--- src/rtl/srd_pkg.sv ---
package srd_pkg;

   typedef enum logic [2:0] {
      SRD_IDLE,
      SRD_WR,
      SRD_RD_REQ,
      SRD_RD_CAP,
      SRD_RD_OUT
   } srd_state_e;

endpackage

--- src/rtl/srd_addr_step.sv ---
module srd_addr_step #(
   parameter int BYTE_AW = 19
) (
   input  logic               clk,
   input  logic               rst_n,
   input  logic               load,
   input  logic [BYTE_AW-1:0] load_val,
   input  logic               step,
   output logic [BYTE_AW-1:0] addr
);

   localparam logic [BYTE_AW-1:0] ALIGN_MASK = {{(BYTE_AW-1){1'b1}}, 1'b0};
   localparam logic [BYTE_AW-1:0] STRIDE     = BYTE_AW'(2);

   // Natural overflow of the BYTE_AW-bit adder gives the wrap.
   always_ff @(posedge clk or negedge rst_n) begin
      if (!rst_n)
         addr <= '0;
      else if (load)
         addr <= load_val & ALIGN_MASK;
      else if (step)
         addr <= addr + STRIDE;
   end

   p_step_r2: assert property (@(posedge clk) disable iff (!rst_n)
      (step && !load) |=> (addr == $past(addr) + STRIDE));

   p_wrap_r3: assert property (@(posedge clk) disable iff (!rst_n)
      (step && !load && addr == ALIGN_MASK) |=> (addr == '0));

endmodule

--- src/rtl/srd_irq_window.sv ---
module srd_irq_window #(
   parameter int BYTE_AW   = 19,
   parameter int CNT_W     = 16,
   parameter int IRQ_W     = 16,
   parameter int IRQ_SHIFT = 3,
   parameter bit READ_WRAP = 1'b0
) (
   input  logic [BYTE_AW-1:0] start_addr,
   input  logic [CNT_W-1:0]   count,
   input  logic [IRQ_W-1:0]   irq_reg,
   input  logic               is_write,
   output logic               hit
);

   localparam int IA_W  = IRQ_W + IRQ_SHIFT;
   localparam int SUM_W = ((BYTE_AW > CNT_W + 1) ? BYTE_AW : CNT_W + 1) + 1;

   logic [IA_W-1:0]  ia_raw;
   logic [SUM_W-1:0] s_addr, e_addr, ia, wrapped_end;
   logic             in_win, crossed, wrap_hit;

   assign ia_raw      = IA_W'(irq_reg) << IRQ_SHIFT;
   assign ia          = SUM_W'(ia_raw);
   assign s_addr      = SUM_W'(start_addr);
   assign e_addr      = s_addr + (SUM_W'(count) << 1);
   assign in_win      = (s_addr <= ia) && (ia < e_addr);
   assign crossed     = (e_addr >> BYTE_AW) != '0;
   assign wrapped_end = SUM_W'(e_addr[BYTE_AW-1:0]);

   generate
      if (READ_WRAP) begin : g_wrap_both
         assign wrap_hit = crossed && (ia < wrapped_end);
      end else begin : g_wrap_write
         assign wrap_hit = is_write && crossed && (ia < wrapped_end);
      end
   endgenerate

   assign hit = in_win || wrap_hit;

endmodule

--- src/rtl/srd_busy_timer.sv ---
module srd_busy_timer #(
   parameter int CNT_W    = 16,
   parameter int BEAT_CYC = 20,
   parameter int TMR_W    = 22
) (
   input  logic             clk,
   input  logic             rst_n,
   input  logic             load,
   input  logic [CNT_W-1:0] count,
   output logic             active,
   output logic [TMR_W-1:0] cnt
);

   logic [TMR_W-1:0] load_val;

   // Bit 0 forced high: a zero-length transfer still reads busy for a cycle.
   assign load_val = (TMR_W'(count) * TMR_W'(BEAT_CYC)) | TMR_W'(1);

   always_ff @(posedge clk or negedge rst_n) begin
      if (!rst_n)
         cnt <= '0;
      else if (load)
         cnt <= load_val;
      else if (cnt != '0)
         cnt <= cnt - TMR_W'(1);
   end

   assign active = (cnt != '0);

   p_load_odd_r8: assert property (@(posedge clk) disable iff (!rst_n)
      load |=> (cnt[0] && active));

endmodule

--- src/rtl/srd_dma_port.sv ---
module srd_dma_port
   import srd_pkg::*;
#(
   parameter int BYTE_AW   = 19,
   parameter int CNT_W     = 16,
   parameter int DATA_W    = 16,
   parameter int IRQ_W     = 16,
   parameter int IRQ_SHIFT = 3,
   parameter int BEAT_CYC  = 20,
   parameter bit READ_WRAP = 1'b0
) (
   input  logic               clk,
   input  logic               rst_n,
   input  logic               xfer_addr_wr,
   input  logic [BYTE_AW-1:0] xfer_addr_in,
   output logic [BYTE_AW-1:0] xfer_addr,
   input  logic [IRQ_W-1:0]   irq_addr_reg,
   input  logic               irq_enable,
   input  logic               irq_ack,
   output logic               irq_flag,
   input  logic               dirty_ack,
   output logic               mem_dirty,
   input  logic               start,
   input  logic               dir_write,
   input  logic [CNT_W-1:0]   count,
   output logic               busy,
   input  logic               wr_valid,
   input  logic [DATA_W-1:0]  wr_data,
   output logic               wr_ready,
   output logic               rd_valid,
   output logic [DATA_W-1:0]  rd_data,
   input  logic               rd_ready,
   output logic [BYTE_AW-2:0] ram_addr,
   output logic               ram_we,
   output logic [DATA_W-1:0]  ram_wdata,
   output logic               ram_re,
   input  logic [DATA_W-1:0]  ram_rdata
);

   localparam int TMR_W = CNT_W + $clog2(BEAT_CYC + 1) + 1;

   generate
      if (BYTE_AW < 2) begin : g_bad_aw
         $error("srd_dma_port: BYTE_AW must be at least 2");
      end
      if (IRQ_W + IRQ_SHIFT > BYTE_AW) begin : g_bad_irq
         $error("srd_dma_port: scaled watch address exceeds address width");
      end
      if (BEAT_CYC < 1) begin : g_bad_beat
         $error("srd_dma_port: BEAT_CYC must be at least 1");
      end
      if (CNT_W < 1 || DATA_W < 1) begin : g_bad_w
         $error("srd_dma_port: widths must be positive");
      end
   endgenerate

   srd_state_e        state_q, state_d;
   logic [CNT_W-1:0]  rem_q;
   logic [DATA_W-1:0] rd_data_q;
   logic [TMR_W-1:0]  tmr_cnt;
   logic              tmr_active;
   logic              start_ok, wr_beat, rd_beat, step, last_beat, addr_load, win_hit;

   assign busy      = tmr_active || (state_q != SRD_IDLE);
   assign start_ok  = start && !busy;
   assign wr_beat   = (state_q == SRD_WR) && wr_valid;
   assign rd_beat   = (state_q == SRD_RD_OUT) && rd_ready;
   assign step      = wr_beat || rd_beat;
   assign last_beat = (rem_q == CNT_W'(1));
   assign addr_load = xfer_addr_wr && !busy && !start;

   srd_addr_step #(.BYTE_AW(BYTE_AW)) u_addr (
      .clk      (clk),
      .rst_n    (rst_n),
      .load     (addr_load),
      .load_val (xfer_addr_in),
      .step     (step),
      .addr     (xfer_addr)
   );

   srd_irq_window #(
      .BYTE_AW   (BYTE_AW),
      .CNT_W     (CNT_W),
      .IRQ_W     (IRQ_W),
      .IRQ_SHIFT (IRQ_SHIFT),
      .READ_WRAP (READ_WRAP)
   ) u_win (
      .start_addr (xfer_addr),
      .count      (count),
      .irq_reg    (irq_addr_reg),
      .is_write   (dir_write),
      .hit        (win_hit)
   );

   srd_busy_timer #(
      .CNT_W    (CNT_W),
      .BEAT_CYC (BEAT_CYC),
      .TMR_W    (TMR_W)
   ) u_tmr (
      .clk    (clk),
      .rst_n  (rst_n),
      .load   (start_ok),
      .count  (count),
      .active (tmr_active),
      .cnt    (tmr_cnt)
   );

   always_comb begin
      state_d = state_q;
      unique case (state_q)
         SRD_IDLE: begin
            if (start_ok && count != '0)
               state_d = dir_write ? SRD_WR : SRD_RD_REQ;
         end
         SRD_WR: begin
            if (wr_beat && last_beat)
               state_d = SRD_IDLE;
         end
         SRD_RD_REQ: state_d = SRD_RD_CAP;
         SRD_RD_CAP: state_d = SRD_RD_OUT;
         SRD_RD_OUT: begin
            if (rd_beat)
               state_d = last_beat ? SRD_IDLE : SRD_RD_REQ;
         end
         default: state_d = SRD_IDLE;
      endcase
   end

   always_ff @(posedge clk or negedge rst_n) begin
      if (!rst_n) begin
         state_q   <= SRD_IDLE;
         rem_q     <= '0;
         rd_data_q <= '0;
         irq_flag  <= 1'b0;
         mem_dirty <= 1'b0;
      end else begin
         state_q <= state_d;
         if (start_ok)
            rem_q <= count;
         else if (step)
            rem_q <= rem_q - CNT_W'(1);
         if (state_q == SRD_RD_CAP)
            rd_data_q <= ram_rdata;
         if (start_ok && win_hit && irq_enable)
            irq_flag <= 1'b1;
         else if (irq_ack)
            irq_flag <= 1'b0;
         if (start_ok && dir_write)
            mem_dirty <= 1'b1;
         else if (dirty_ack)
            mem_dirty <= 1'b0;
      end
   end

   assign wr_ready  = (state_q == SRD_WR);
   assign rd_valid  = (state_q == SRD_RD_OUT);
   assign rd_data   = rd_data_q;
   assign ram_addr  = xfer_addr[BYTE_AW-1:1];
   assign ram_we    = wr_beat;
   assign ram_wdata = wr_data;
   assign ram_re    = (state_q == SRD_RD_REQ);

   p_start_ignored_r1: assert property (@(posedge clk) disable iff (!rst_n)
      (start && busy && tmr_cnt > TMR_W'(1)) |=> (tmr_cnt == $past(tmr_cnt) - TMR_W'(1)));

   p_irq_gate_r7: assert property (@(posedge clk) disable iff (!rst_n)
      $rose(irq_flag) |-> $past(start && !busy && irq_enable));

   p_zero_len_r9: assert property (@(posedge clk) disable iff (!rst_n)
      (start && !busy && count == '0) |=> (!ram_we && !ram_re && $stable(xfer_addr)));

   p_dirty_src_r10: assert property (@(posedge clk) disable iff (!rst_n)
      $rose(mem_dirty) |-> $past(start && !busy && dir_write));

   p_rd_hold_r11: assert property (@(posedge clk) disable iff (!rst_n)
      (rd_valid && !rd_ready) |=> (rd_valid && $stable(rd_data)));

endmodule

--- config.mk ---
export PLATFORM = sky130hd
export DESIGN_NAME = srd_dma_port
export DESIGN_NICKNAME = d
export VERILOG_FILES = /design/src/rtl/srd_pkg.sv /design/src/rtl/srd_addr_step.sv /design/src/rtl/srd_irq_window.sv /design/src/rtl/srd_busy_timer.sv /design/src/rtl/srd_dma_port.sv
export SDC_FILE = /design/constraint.sdc
export NUM_CORES = 1
export LEC_CHECK = 0
export ABC_AREA = 0
export BUFFER_PORTS_ARGS = -buffer_cell sky130_fd_sc_hd__buf_2
export CAP_MARGIN = 20
export CORE_ASPECT_RATIO = 2
export CORE_MARGIN = 2
export CORE_UTILIZATION = 50
export DETAILED_ROUTE_END_ITERATION = 6
export PLACE_DENSITY = 0.91
export SYNTH_ARGS = -nofsm -noshare
export SYNTH_HDL_FRONTEND = slang
export SYNTH_HIERARCHICAL = 1
export SYNTH_SLANG_ARGS = --single-unit
--- constraint.sdc ---
create_clock -name clk -period 3.35 [get_ports clk]
set_input_delay 0.335 -clock clk [delete_from_list [all_inputs] [get_ports clk]]
set_output_delay 0.335 -clock clk [all_outputs]
set_load 0.1 [all_outputs]
# Word level (Yosys, flattened, before mapping)
# Index checks and enable logic that the tools add are counted.
totals:
  regBits: 78
  romBits: 0
  memories: 0
  latchBits: 0
  mem_bits_rw: 0
  out_inout_bits: 76
  in_bits: 93
  word_cells: 67
classes:
  n_mul: 1
  eq_ne: 8
  bitwise_logic: 0
  n_addsub: 4
  muxes: 16
  div: 0
  n_shift: 0
  order_cmp: 3
  reduce_logical: 28
ops:
  columns: ["op", "n"]
  rows:
  - ["2-to-1 mux 22 bit", 2]
  - ["2-to-1 mux 19 bit", 2]
  - ["2-to-1 mux 16 bit", 2]
  - ["nonzero test 22 bit", 1]
  - ["subtractor 22 x 1 -> 22 bit (second input constant)", 1]
  - ["adder 19 x 17 -> 20 bit", 1]
  - ["less-than comparator 19 x 20 -> 1 bit", 1]
  - ["adder 19 x 2 -> 19 bit (second input constant)", 1]
  - ["<= comparator 19 bit", 1]
  - ["less-than comparator 19 bit", 1]
  - ["multiplier 16 x 3 -> 19 bit (second input constant)", 1]
  - ["== test 16 x 1 -> 1 bit (second input constant)", 1]
  - ["nonzero test 16 bit", 1]
  - ["subtractor 16 x 1 -> 16 bit (second input constant)", 1]
  - ["one-hot mux 3 bit (5 select lines)", 1]
  - ["logical AND 1 bit", 13]
  - ["nonzero test 2 bit", 5]
  - ["2-to-1 mux 3 bit", 3]
  - ["== test 3 x 2 -> 1 bit (second input constant)", 2]
  - ["2-to-1 mux 1 bit", 4]
  - ["2-to-1 mux 2 bit", 2]
  - ["inequality test 2 x 1 -> 1 bit (second input constant)", 2]
  - ["== test 3 x 1 -> 1 bit (second input constant)", 1]
  - ["== test 3 bit (second input constant)", 1]
  - ["other kinds (6)", 9]

# Depth between registers and ports, before layout
# Gate-level depths: netlist of the first run.
depth:
  depth_word: 7
  mapped_depth: 20
  mapped_depth_nobuf: 20

# Cells and area by module
# Netlist of the first run, hierarchy kept.
modules_own_cells:
  columns: ["module", "seq_area_each_um2", "cells_per_inst", "instances", "area_each_um2"]
  rows:
  - ["srd_dma_port", 925.9, 209, 1, 2165.8]
  - ["srd_busy_timer", 550.5, 232, 1, 2043.2]
  - ["srd_irq_window", 0.0, 196, 1, 1506.4]
  - ["srd_addr_step", 450.4, 125, 1, 1091.0]

# Worst setup path before layout of the first run
# No wires, ideal clock.
synth_timing:
  path_kind: "reg2reg"
  from: "register u_addr.addr[1]"
  to: "register irq_flag"
  required_ns: 3.224
  setup_ns: 0.126
  setup_slack_ns: -0.726
  t_arrival_ns: 3.950
  stages_incl_launch_ff: 19
  path_cell_list: "dfrtp_1 -> ha_1 -> inv_1 -> fa_1 -> nor2b_1 -> o31a_1 -> nor2_2 -> o311ai_4 -> o21ai_2 -> o21ai_2 -> xnor2_1 -> ha_1 -> nand4_1 -> a211oi_1 -> a21oi_1 -> a21o_1 -> a41o_1 -> nand3_1 -> o21ai_0"
synth_via:
  elab_chain_len: 7
  elab_cells_between_ends: 12
  cone_classes: "add/sub (1); order compare (3); mux (1); reduce/logical (7)"
synth_rtl:
  columns: ["item", "line_no", "text"]
  rows:
  - ["start, declared", "srd_addr_step.sv:9", "output logic [BYTE_AW-1:0] addr"]
  - ["start signal, assigned", "srd_addr_step.sv:20", "addr <= load_val & ALIGN_MASK;"]
  - ["start signal, assigned", "srd_addr_step.sv:22", "addr <= addr + STRIDE;"]
  - ["adder 19 x 17 -> 20 bit", "srd_irq_window.sv:25", "assign e_addr = s_addr + (SUM_W'(count) << 1);"]
  - ["less-than comparator 19 x 20 -> 1 bit (tied with other cells)", "srd_irq_window.sv:26", "assign in_win = (s_addr <= ia) && (ia < e_addr);"]
  - ["logical AND 1 bit, on equally long branches", "srd_irq_window.sv:26, srd_irq_window.sv:34", null]
  - ["logical OR 1 bit *", "srd_irq_window.sv:38", "assign hit = in_win || wrap_hit;"]
  - ["net win_hit", "srd_dma_port.sv:62", "logic start_ok, wr_beat, rd_beat, step, last_beat, addr_load, win_hit;"]
  - ["logical AND 1 bit * (2 in series)", "srd_dma_port.sv:144", "if (start_ok && win_hit && irq_enable)"]
  - ["2-to-1 mux 1 bit / nonzero test 2 bit (equally long branches)", null, null]
  - ["end signal, assigned", "srd_dma_port.sv:134", "irq_flag <= 1'b0;"]
  - ["end signal, assigned", "srd_dma_port.sv:145", "irq_flag <= 1'b1;"]
  - ["end signal, assigned", "srd_dma_port.sv:147", "irq_flag <= 1'b0;"]
  - ["end, declared", "srd_dma_port.sv:20", "output logic irq_flag,"]
# The timed path passes the listed nets; every way through them passes the cells marked *.
# A chain may end at the register's enable or synchronous reset.

# Final worst setup path of the first run
# Same ends and word-level chain as after synthesis.

==> results by group, run 1 <==
Place
  – GP Congestion: 0.9573
  – Post-DP HPWL: between 15000 and 20000 µm
  – Port bufs: approximately 130
  – Pre-CTS setup slack: -0.3095 ns

Floorplanning
  – Initial Util: between 50% and 60%
  – Die width: 86.50 µm
  – Die area: approximately 0.015 mm²
  – Boundary pin count: between 150 and 200
  – Die height: roughly 170 µm
  – Core region area: 0.01336 mm²
  – Core Rows: 60

Clock tree
  – Clock sink total: 77
  – CTS clk-pin slew, worst paths: 0.07 ns
  – Worst-Skew Late Latency: 0.35 ns
  – H-tree Lvls: 3
  – Maximum clock insertion buffer count: 2
  – CTS tree: built
  – CTS buffer count: 9
  – Root Buffer: clkbuf_16

Timing
  – Slew Viols, Final: 0
  – Setup violations, final: 1
  – Worst Max-Slew Pin Slew: just under 0.9 ns
  – Final hold vios: 0
  – Final clock skew: 0.01105 ns
  – TNS Setup: -0.07225 ns
  – Fin crit share: 102.2%
  – Worst Setup Slack, final: -0.07225 ns
  – Rel. slew slack: between 40% and 50%
  – RSZ-0062 raised after global routing: true
  – Peak Freq: 0.2922 GHz
  – Tmin final: 3.422 ns

Detailed routing
  – Drt via density: about 6.3
  – DRT iter0 DRCs: just over 500
  – Vias: between 6k and 7k
  – 1st-pass router iterations: 6
  – Avg WL per Cell: approximately 20 µm
  – Final ANT Viol Nets: 0
  – Total Wirelength: 21820 µm
  – DRC Markers: 0

Synthesis
  – Sequential fraction of the synthesis area: ~28%
  – Ys async rst share: between 90% and 100%
  – Syn avg cell area: just under 9 µm²
  – Post-synth top flop: dfrtp_1
  – #FFs+latches synth: 77
  – EDFF count, synth: 0
  – Synth Warn #: 6
  – Netlist cell types: 82
  – Post-synthesis instance total: 762
  – Synthesized cell area: 0.006807 mm²
  – Syn nets: ~940

Setup path
  – CP arrival: 3.70 ns
  – Startpoint Class: flip-flop
  – Data required, critical path: 3.63 ns
  – Critical Path Fanout Max: 3
  – Worst Setup End Kind: flip-flop
  – WS Path Type: flip-flop to flip-flop

Outcome
  – Outcome: complete, but fails checks
  – Failing checks: setup timing

Finish
  – Multi-input gate area: about 0.0045 mm²
  – FILL cells: about 1.1k
  – Reg area: ~0.0019 mm²
  – Layout Area Growth over Synthesis: 21.62%
  – # diodes: 0
  – Nets: 1096
  – Fraction of layout cells with a size suffix above 1: a little under a third

Power
  – Max IR drop VDD: about 0.63 mV
  – Power per cell area: between 700 and 800 mW/mm²
  – Leakage power: a little under 4 nW

Global route
  – Vias in the first global route: between 6k and 7k
  – GR Util All Layers: approximately 30%
  – Largest net degree at the start of global routing: 65
  – First-pass GRT wire length: roughly 34000 µm
  – Initial antenna violation count: 0
  – GR Overflow Total: 0

Job
  – Max Cap Viol: 0

Min path
  – Hold WC Path Type: primary input to async pin
==> through the flow <==
stage	util, %	hold WS, ns	cells	total power [mW]	cell area (µm²)
2_1_floorplan	-	0.03941	762	3.992	6888
3_3_place_gp	58.97	0.4804	1061	4.577	7880
3_5_place_dp	58.97	0.4865	1061	4.653	7880
4_1_cts	61.67	0.1218	1079	5.732	8240
5_1_grt	61.95	0.1458	1081	6.079	8278
6_report	61.95	0.06822	1081	5.812	8278
==> Yosys cell counts, drive strengths merged (3+ instances only) <==
master,instances,area [µm²]
nor2,46,175.2
nand2,69,259.0
nor4,14,106.4
o211ai,5,37.54
ha,80,1001
xor2,28,245.2
a221o,7,70.07
a211oi,6,45.04
o21ai,46,249.0
nand4b,3,26.28
nor3,14,91.34
a211o,3,26.28
inv,43,163.9
mux2i,5,50.05
a21o,11,82.58
a31o,3,26.28
clkbuf,11,41.29
and3,7,53.80
a21oi,40,200.2
o31a,4,35.03
nand3,23,115.1
nand2b,5,31.28
mux2,18,210.2
and4,5,45.04
nor2b,5,31.28
dfrtp,77,1927
a31oi,10,62.56
xnor2,25,219.0
or3,11,73.82
or4,10,78.82
o311ai,12,122.6
nor3b,4,30.03
o21a,4,30.03
buf,42,300.3
o22ai,6,37.54
and2,5,31.28
nand4,16,106.4
o31ai,5,37.54
o21bai,4,30.03
==> cell type report <==
class | instances | share of cell area (%)
clock buffer | 9 | 2.721
tap | 155 | 2.343
sequential | 77 | 23.29
multi-input combinational | 589 | 54.26
timing repair buffer | 201 | 14.56
inverter | 43 | 2.056
clock inverter | 7 | 0.7709
==> worst max-delay path, cell delays in order (launching register included) <==
cell and delay (ns):
dfrtp_2 0.38, ha_4 0.14, inv_2 0.03, fa_2 0.34
nor2b_2 0.14, o31a_1 0.21, nor2_4 0.06, o311ai_4 0.28
o21ai_2 0.12, o21ai_2 0.19, xnor2_1 0.14, ha_1 0.27
a21oi_1 0.15, nand2_1 0.06, a21oi_1 0.11, o21ai_1 0.09
a21oi_2 0.17, a21o_1 0.14, a41o_1 0.18, nand3_1 0.06
o21ai_1 0.08
==> cells in the final DEF, fill, tap and decap left out, types with 4 or more instances in the layout <==
cell	instances
buf_2	133
ha_1	79
dfrtp_1	76
nand2_1	69
buf_4	65
nor2_1	44
a21oi_1	38
inv_1	37
xor2_1	28
o21ai_0	27
xnor2_1	25
nand3_1	22
mux2_2	16
o21ai_1	15
nand4_1	15
nor3_1	11
nor4_1	11
a21o_1	11
or3_1	10
a31oi_1	9
clkbuf_16	9
o311ai_1	8
or4_1	8
a221o_1	7
o22ai_1	6
and2_1	5
o211ai_1	5
nand2b_1	5
o31ai_1	5
and3_1	5
mux2i_1	5
and4_1	4
a211oi_1	4
nor2b_1	4
o21bai_1	4
o21a_1	4
o31a_1	4
==> final timing paths <==
kind	from	end	slack, ns	cells after the start
worst max-delay path	u_addr/addr[1]$_DFFE_PN0N_	irq_flag$_DFFE_PN0P_	-0.07	20
worst min-delay path	rst_n	u_addr/addr[3]$_DFFE_PN0N_	0.07	1
worst max register to register	u_addr/addr[1]$_DFFE_PN0N_	irq_flag$_DFFE_PN0P_	-0.07	20
worst min register to register	rd_data[1]$_DFFE_PN0P_	rd_data[1]$_DFFE_PN0P_	0.50	1
max in group asynchronous	rst_n	rd_data[15]$_DFFE_PN0P_	2.50	2
min in group clk	irq_ack	irq_flag$_DFFE_PN0P_	0.15	2
==> flip-flops by register name, summed over array words and instances (netlist names) <==
signal,cells
u_addr/addr,18
rd_data,16
irq_flag,1
u_tmr/cnt,22
rem_q,16
mem_dirty,1
state_q,3
==> power breakdown <==
group / switching (mW) / internal, mW
Clock: 0.458 / 0.519
Combinational: 2.45 / 1.01
Sequential: 0.230 / 1.14
==> metal layers <==
metal  routed length (µm)  share of wire, %  global-route usage (%)
met2                11570                53                   55.72
met4                 1988               9.1                   23.91
met5                    0                 0                       0
met1                 6990                32                   28.55
met3                 1275               5.8                   6.192
==> what timing repair did <==
action,4_1_cts,5_1_grt
setup endpoints to repair,1,5
buffers inserted,2,2
gates resized for setup,14,9
hold buffers,0,0
pin swaps,22,15
==> logic make-up after synthesis <==
kind of cell | Yosys count | share of synthesized area, %
AO/OA/AOI/OAI | 184 | 18.57
XOR/XNOR | 53 | 6.820
adder cells (fa/ha/maj) | 82 | 15.29
buffers and inverters | 96 | 7.427
flip-flops | 77 | 28.31
multiplexers | 23 | 3.824
other | 1 | 0.05509
AND/OR/NAND/NOR | 246 | 19.71
Note: power is estimated with default switching activity, not from simulation.
==> run 2, diff against run 1 <==
CORE_UTILIZATION = 49   (was 50)
PLACE_DENSITY = 0.9   (was 0.91)
SYNTH_HIERARCHICAL = unset   (was 1)
==> results by group, run 2 <==
Detailed routing
  – Avg WL per Cell: 20.80 µm (+3.1%)
  – Drt via density: 6.358 (+0.91%)
  – 1st-pass router iterations: 7 (+1)
  – Vias: 6644 (-2.5%)
  – Total Wirelength: 21740 µm (-0.38%)
  – DRC Markers: 5 (+5)
  – Final ANT Viol Nets: 0 (unchanged)
  – DRT iter0 DRCs: 507 (-1.9%)

Setup path
  – R2R cell count: 16 (-20%)
  – Data required, critical path: 3.58 ns (-0.05 ns)
  – Reg2reg start: u_addr.addr[2]$_DFFE_PN0P_
  – WS Path Type: flip-flop to flip-flop
  – Worst Setup End Kind: flip-flop
  – Flop2flop setup slack: -0.10 ns (-0.03 ns)
  – RR Endpoint: irq_flag$_DFFE_PN0P_
  – CP startpoint: u_addr.addr[2]$_DFFE_PN0P_
  – Startpoint Class: flip-flop
  – CP arrival: 3.69 ns (about the same)
  – Critical Path Fanout Max: 3 (unchanged)

Clock tree
  – Root Buffer: clkbuf_16
  – Maximum clock insertion buffer count: 2 (unchanged)
  – H-tree Lvls: 3 (unchanged)
  – Worst-Skew Late Latency: 0.35 ns (about the same)
  – CTS clk-pin slew, worst paths: 0.07 ns (about the same)
  – CTS Hold Bufs: 0 (unchanged)
  – Clock sink total: 77 (unchanged)
  – CTS tree: built
  – CTS buffer count: 9 (unchanged)

Global route
  – Largest net degree at the start of global routing: 78 (+20%)
  – Initial antenna violation count: 0 (unchanged)
  – GR Overflow Total: 0 (unchanged)
  – GR Util All Layers: 30.54% (-0.082 points)
  – First-pass GRT wire length: 34260 µm (-0.48%)
  – Vias in the first global route: 6900 (+0.20%)

Floorplanning
  – Die height: 167.6 µm (-0.82%)
  – Initial Util: 50.20% (-0.74 points)
  – Core Rows: 59 (-1.7%)
  – Die width: 85.81 µm (-0.80%)
  – Boundary pin count: 169 (unchanged)
  – Die area: 0.01438 mm² (-1.6%)
  – Core region area: 0.01307 mm² (-2.2%)

Timing
  – Worst Max-Slew Pin Slew: 1.039 ns (+0.1730 ns)
  – Tmin final: 3.454 ns (+0.03133 ns)
  – Final clock skew: 0.007740 ns (-0.003311 ns)
  – Fin crit share: 103.1% (+0.94 points)
  – Final hold slack: 0.1381 ns (+0.06992 ns)
  – RSZ-0062 raised after global routing: true
  – Worst Setup Slack, final: -0.1036 ns (-0.03133 ns)
  – Slew Viols, Final: 0 (unchanged)
  – Setup violations, final: 1 (unchanged)
  – Peak Freq: 0.2896 GHz (-0.91%)
  – Rel. slew slack: 30.73% (-12 points)
  – Final hold vios: 0 (unchanged)

Finish
  – Most common cell after layout, fill and taps aside: buf_2
  – Largest Register: u_tmr.cnt
  – Finished layout cell area: 0.007991 mm² (-3.5%)
  – Non-filler instance count after layout: 1045 (-3.3%)
  – Fraction of layout cells with a size suffix above 1: 30.57% (-0.098 points)
  – Layout Area Growth over Synthesis: 21.84%
  – Post-layout util: 61.16% (-0.79 points)
  – Largest register FFs: 22 (unchanged)
  – Multi-input gate area: 0.004310 mm² (-4.0%)
  – Nets: 1063 (-3.0%)
  – FILL cells: 1055 (-4.4%)
  – Commonest non-fill, non-tap cells in the layout: 133 x buf_2, 77 x ha_1, 63 x nand2_1, 63 x dfrtp_1, 56 x buf_4
  – Reg area: 0.001957 mm² (+1.5%)
  – # diodes: 0 (unchanged)
  – Top Registers: u_tmr.cnt: 22 flops, u_addr.addr: 18 flops

Outcome
  – Outcome: complete, but fails checks
  – Failing checks: DRC, setup timing

Place
  – Placed cells: 1025 (-3.4%)
  – Post-DP HPWL: 16240 µm (-0.97%)
  – Pre-CTS setup slack: -0.2832 ns (+0.02629 ns)
  – GP Congestion: 0.9624 (+0.53%)
  – Placed Area: 0.007562 mm² (-4.0%)
  – Port bufs: 134 (unchanged)

Synthesis
  – #FFs+latches synth: 77 (unchanged)
  – Synth cell count leaders: 80 x ha_1, 77 x dfrtp_1, 63 x nand2_1
  – Ys async rst share: 100.0% (unchanged)
  – Synth area leaders: dfrtp_1 29%, ha_1 15%, xor2_1 4.4%
  – Synthesized cell area: 0.006559 mm² (-3.6%)
  – Post-synth top flop: dfrtp_1
  – Netlist cell types: 63 (-23%)
  – Largest area contributor in the netlist: dfrtp_1
  – EDFF count, synth: 0 (unchanged)
  – Post-synth top area share: 29.38% (+1.1 points)
  – Post-synthesis instance total: 741 (-2.8%)
  – Syn avg cell area: 8.851 µm² (-0.91%)
  – Sequential fraction of the synthesis area: 29.38% (+1.1 points)
  – Count leader, synth: ha_1
  – Synth Warn #: 0 (-6)
  – Syn nets: 916 (-2.2%)

Power
  – Leakage power: 3.755 nW (-3.9%)
  – Max IR drop VDD: 0.4797 mV (-24%)
  – Power per cell area: 508.7 mW/mm² (-28%)

Min path
  – Hold WC Path Type: primary input to async pin

Job
  – Max Cap Viol: 0 (unchanged)
[run 2: report_power, final]
group	switching [mW]	internal, mW	total (mW)	leakage (nW)
registers	0.127	1.06	1.19	0.911
logic	1.33	0.573	1.90	2.71
clock network	0.460	0.519	0.979	0.136
[run 2: through the flow]
| step | total power [mW] | TNS (ns) |
|---|---|---|
| 6_report | 4.065 | -0.1036 |
| 5_1_grt | 4.212 | -0.2703 |
| 4_1_cts | 3.987 | -0.05839 |
| 3_5_place_dp | 2.959 | -0.2832 |
| 3_3_place_gp | 2.918 | -0.2016 |
| 2_1_floorplan | 2.581 | -0.009894 |
[run 2: logic make-up after synthesis]
| family | count (synthesis) | share of synthesized area, % |
|---|---|---|
| AO/OA/AOI/OAI | 181 | 17.78 |
| XOR/XNOR | 56 | 7.478 |
| adder cells (fa/ha/maj) | 82 | 15.87 |
| buffers and inverters | 89 | 7.249 |
| flip-flops | 77 | 29.38 |
| multiplexers | 19 | 3.224 |
| other | 1 | 0.05718 |
| AND/OR/NAND/NOR | 236 | 18.96 |
[run 2: area by class of cell]
| class | instances | area share (%) |
|---|---|---|
| multi-input cells | 575 | 53.94 |
| inverters | 34 | 1.597 |
| clock buffers | 9 | 2.818 |
| flip-flops and latches | 77 | 24.49 |
| repair buffers | 191 | 13.98 |
| clock inverters | 7 | 0.7985 |
| well taps | 152 | 2.380 |
[run 2: how the worst max path moves through the flow]
stage | slack (ns) | end | depth (start not counted)
after floorplan | -0.01 | irq_flag$_DFFE_PN0P_ | 16
after global placement | -0.20 | irq_flag$_DFFE_PN0P_ | 19
after detailed placement | -0.28 | irq_flag$_DFFE_PN0P_ | 18
after CTS | -0.06 | irq_flag$_DFFE_PN0P_ | 18
after global routing | -0.27 | irq_flag$_DFFE_PN0P_ | 19
final | -0.10 | irq_flag$_DFFE_PN0P_ | 16
[run 2: per-layer routing]
| metal | vias to the layer above | track usage [%] | wire [µm] |
|---|---|---|---|
| met5 | - | 0 | 0 |
| met4 | 0 | 27.47 | 2033 |
| met3 | 123 | 4.386 | 1245 |
| met2 | 360 | 53.40 | 11450 |
| met1 | 3188 | 30.10 | 7009 |
| li1 | 2973 | - | - |
[run 2: timing repair]
item,in CTS,in global routing
setup endpoints to repair,1,1
resized for setup,21,2
pin swaps,22,10
hold endpoints to repair,0,0
setup buffers,2,2
[run 2: worst max-delay path: stages (launching register included)]
cell	delay, ns
dfrtp_4	0.50
ha_4	0.24
a21o_1	0.18
a211o_1	0.29
o21ba_4	0.26
a41oi_2	0.18
a21oi_1	0.10
a211oi_2	0.17
xor2_1	0.10
ha_1	0.33
nand3_2	0.09
nor3_2	0.19
o211ai_1	0.12
and3_4	0.19
a31oi_4	0.14
a2bb2oi_2	0.16
o22ai_1	0.09
==> run 3, diff against run 2 <==
SKIP_CTS_REPAIR_TIMING = 1   (was unset)
==> results by group, run 3 (same netlist as run 2, synthesis figures left out) <==
Finish
  – FILL cells: 1046 (-0.85%)
  – Largest Register: u_tmr.cnt
  – Fraction of layout cells with a size suffix above 1: 31.09% (+0.52 points)
  – # diodes: 0 (unchanged)
  – Post-layout util: 61.42% (+0.26 points)
  – Most common cell after layout, fill and taps aside: buf_2
  – Non-filler instance count after layout: 1043 (-0.19%)
  – Top Registers: u_tmr.cnt: 22 flops, u_addr.addr: 18 flops
  – Layout Area Growth over Synthesis: 22.36%
  – Nets: 1061 (-0.19%)
  – Commonest non-fill, non-tap cells in the layout: 133 x buf_2, 77 x ha_1, 63 x nand2_1, 63 x dfrtp_1, 54 x buf_4
  – Largest register FFs: 22 (unchanged)

Global route
  – GR Util All Layers: 29.76% (-0.77 points)
  – Vias in the first global route: 6807 (-1.3%)
  – GR Overflow Total: 0 (unchanged)
  – Initial antenna violation count: 0 (unchanged)
  – Largest net degree at the start of global routing: 78 (unchanged)
  – First-pass GRT wire length: 33420 µm (-2.5%)

Setup path
  – Slowest CP cell: dfrtp_4
  – Flop2flop setup slack: -0.09 ns (about the same)
  – CP most frequent cell: a31oi_4
  – Data required, critical path: 3.58 ns (about the same)
  – WS Path Type: flip-flop to flip-flop
  – Worst path max stage delay: 0.49 ns (about the same)
  – Startpoint Class: flip-flop
  – CP cell instances: ha_4 -> inv_2 -> fa_2 -> nor2b_4 -> o311ai_4 -> a31oi_4 -> buf_6 -> a2bb2oi_4 -> xnor2_2 -> ha_1 -> nand3_2 -> nor3_2 -> o211ai_1 -> and3_4 -> a31oi_4 -> a2bb2oi_2 -> o22ai_1
  – CP arrival: 3.68 ns (about the same)
  – Worst Setup End Kind: flip-flop
  – Critical Path Fanout Max: 3 (unchanged)

Floorplanning
  – Die area: 0.01438 mm² (unchanged)
  – Die height: 167.6 µm (unchanged)
  – Initial Util: 50.20% (unchanged)
  – Core region area: 0.01307 mm² (unchanged)
  – Core Rows: 59 (unchanged)
  – Die width: 85.81 µm (unchanged)
  – Boundary pin count: 169 (unchanged)

Detailed routing
  – Vias: 6651 (+0.11%)
  – Total Wirelength: 21610 µm (-0.60%)
  – 1st-pass router iterations: 7 (unchanged)
  – Drt via density: 6.377 (+0.30%)
  – DRC Markers: 5 (unchanged)
  – DRT iter0 DRCs: 538 (+6.1%)
  – Avg WL per Cell: 20.71 µm (-0.41%)
  – Final ANT Viol Nets: 0 (unchanged)

Timing
  – RSZ-0062 raised after global routing: true
  – Final clock skew: 0.007139 ns (-0.0006011 ns)
  – Setup violations, final: 1 (unchanged)
  – Rel. slew slack: 29.78% (-0.94 points)
  – Final hold vios: 0 (unchanged)
  – Tmin final: 3.444 ns (-0.009970 ns)
  – Worst Max-Slew Pin Slew: 1.053 ns (+0.01412 ns)
  – Final hold slack: 0.1308 ns (-0.007353 ns)
  – Slew Viols, Final: 0 (unchanged)
  – Worst Setup Slack, final: -0.09361 ns (+0.009970 ns)
  – Fin crit share: 102.8% (-0.30 points)
  – Peak Freq: 0.2904 GHz (+0.29%)

Clock tree
  – CTS tree: built
  – Maximum clock insertion buffer count: 2 (unchanged)
  – Worst-Skew Late Latency: 0.35 ns (about the same)
  – Clock sink total: 77 (unchanged)
  – Root Buffer: clkbuf_16
  – CTS buffer count: 9 (unchanged)
  – CTS clk-pin slew, worst paths: 0.07 ns (about the same)
  – H-tree Lvls: 3 (unchanged)

Outcome
  – Outcome: complete, but fails checks
  – Failing checks: DRC, setup timing

Place
  – Port bufs: 134 (unchanged)
  – Pre-CTS setup slack: -0.2832 ns (unchanged)
  – GP Congestion: 0.9624 (unchanged)
  – Post-DP HPWL: 16240 µm (unchanged)
  – Placed cells: 1025 (unchanged)

Power
  – Leakage power: 3.753 nW (about the same)
  – Power, Total: 4.046 mW (-0.48%)
  – Power per cell area: 504.2 mW/mm² (-0.90%)
  – Max IR drop VDD: 0.4791 mV (-0.13%)

Min path
  – Hold WC Path Type: primary input to async pin

Job
  – Max Cap Viol: 0 (unchanged)
[run 3: routing by layer]
metal / share of wire, % / vias up / global-route usage, %
met5: 0 / - / 0
met1: 32 / 3185 / 28.39
met4: 10 / 0 / 28.36
met3: 5.5 / 132 / 4.633
met2: 52 / 366 / 52.04
li1: - / 2968 / -
[run 3: area by class of cell]
cell class,instances,area (µm²),area share (%)
well taps,152,190.2,2.370
repair buffers,189,1102,13.74
clock inverters,7,63.81,0.7951
inverters,34,127.6,1.590
clock buffers,9,225.2,2.806
multi-input cells,575,4359,54.32
flip-flops and latches,77,1957,24.38
[run 3: per-stage QoR]
step                setup TNS (ns)  area, µm²
finish                    -0.09361       8025
global route               -0.2135       8025
CTS                        -0.2878       7851
detailed placement         -0.2832       7562
global placement           -0.2016       7562
floorplan                -0.009894       6636
[run 3: final timing paths]
path,startpoint,to,cells past startpoint
max in group asynchronous,rst_n,u_addr.addr[12]$_DFFE_PN0P_,1
worst max-delay path,u_addr.addr[1]$_DFFE_PN0P_,irq_flag$_DFFE_PN0P_,17
worst min-delay path,rst_n,u_tmr.cnt[2]$_DFFE_PN0P_,1
worst max register to register,u_addr.addr[1]$_DFFE_PN0P_,irq_flag$_DFFE_PN0P_,17
worst min register to register,rd_data[11]$_DFFE_PN0P_,rd_data[11]$_DFFE_PN0P_,1
min in group clk,dirty_ack,mem_dirty$_DFFE_PN0P_,2
[run 3: where the power goes]
group / switching, mW / internal (mW) / total (mW)
Clock: 0.456 / 0.519 / 0.975
Sequential: 0.126 / 1.06 / 1.19
Combinational: 1.32 / 0.568 / 1.88
[run 3: worst max-delay path, delay by kind of cell, from the launching register on]
kind / cells / cell delay, ns
buf+inv: 2 / 0.20
compound gates: 7 / 1.20
flops: 1 / 0.49
xor+xnor: 1 / 0.14
fa+ha+maj: 3 / 0.76
simple gates: 4 / 0.53
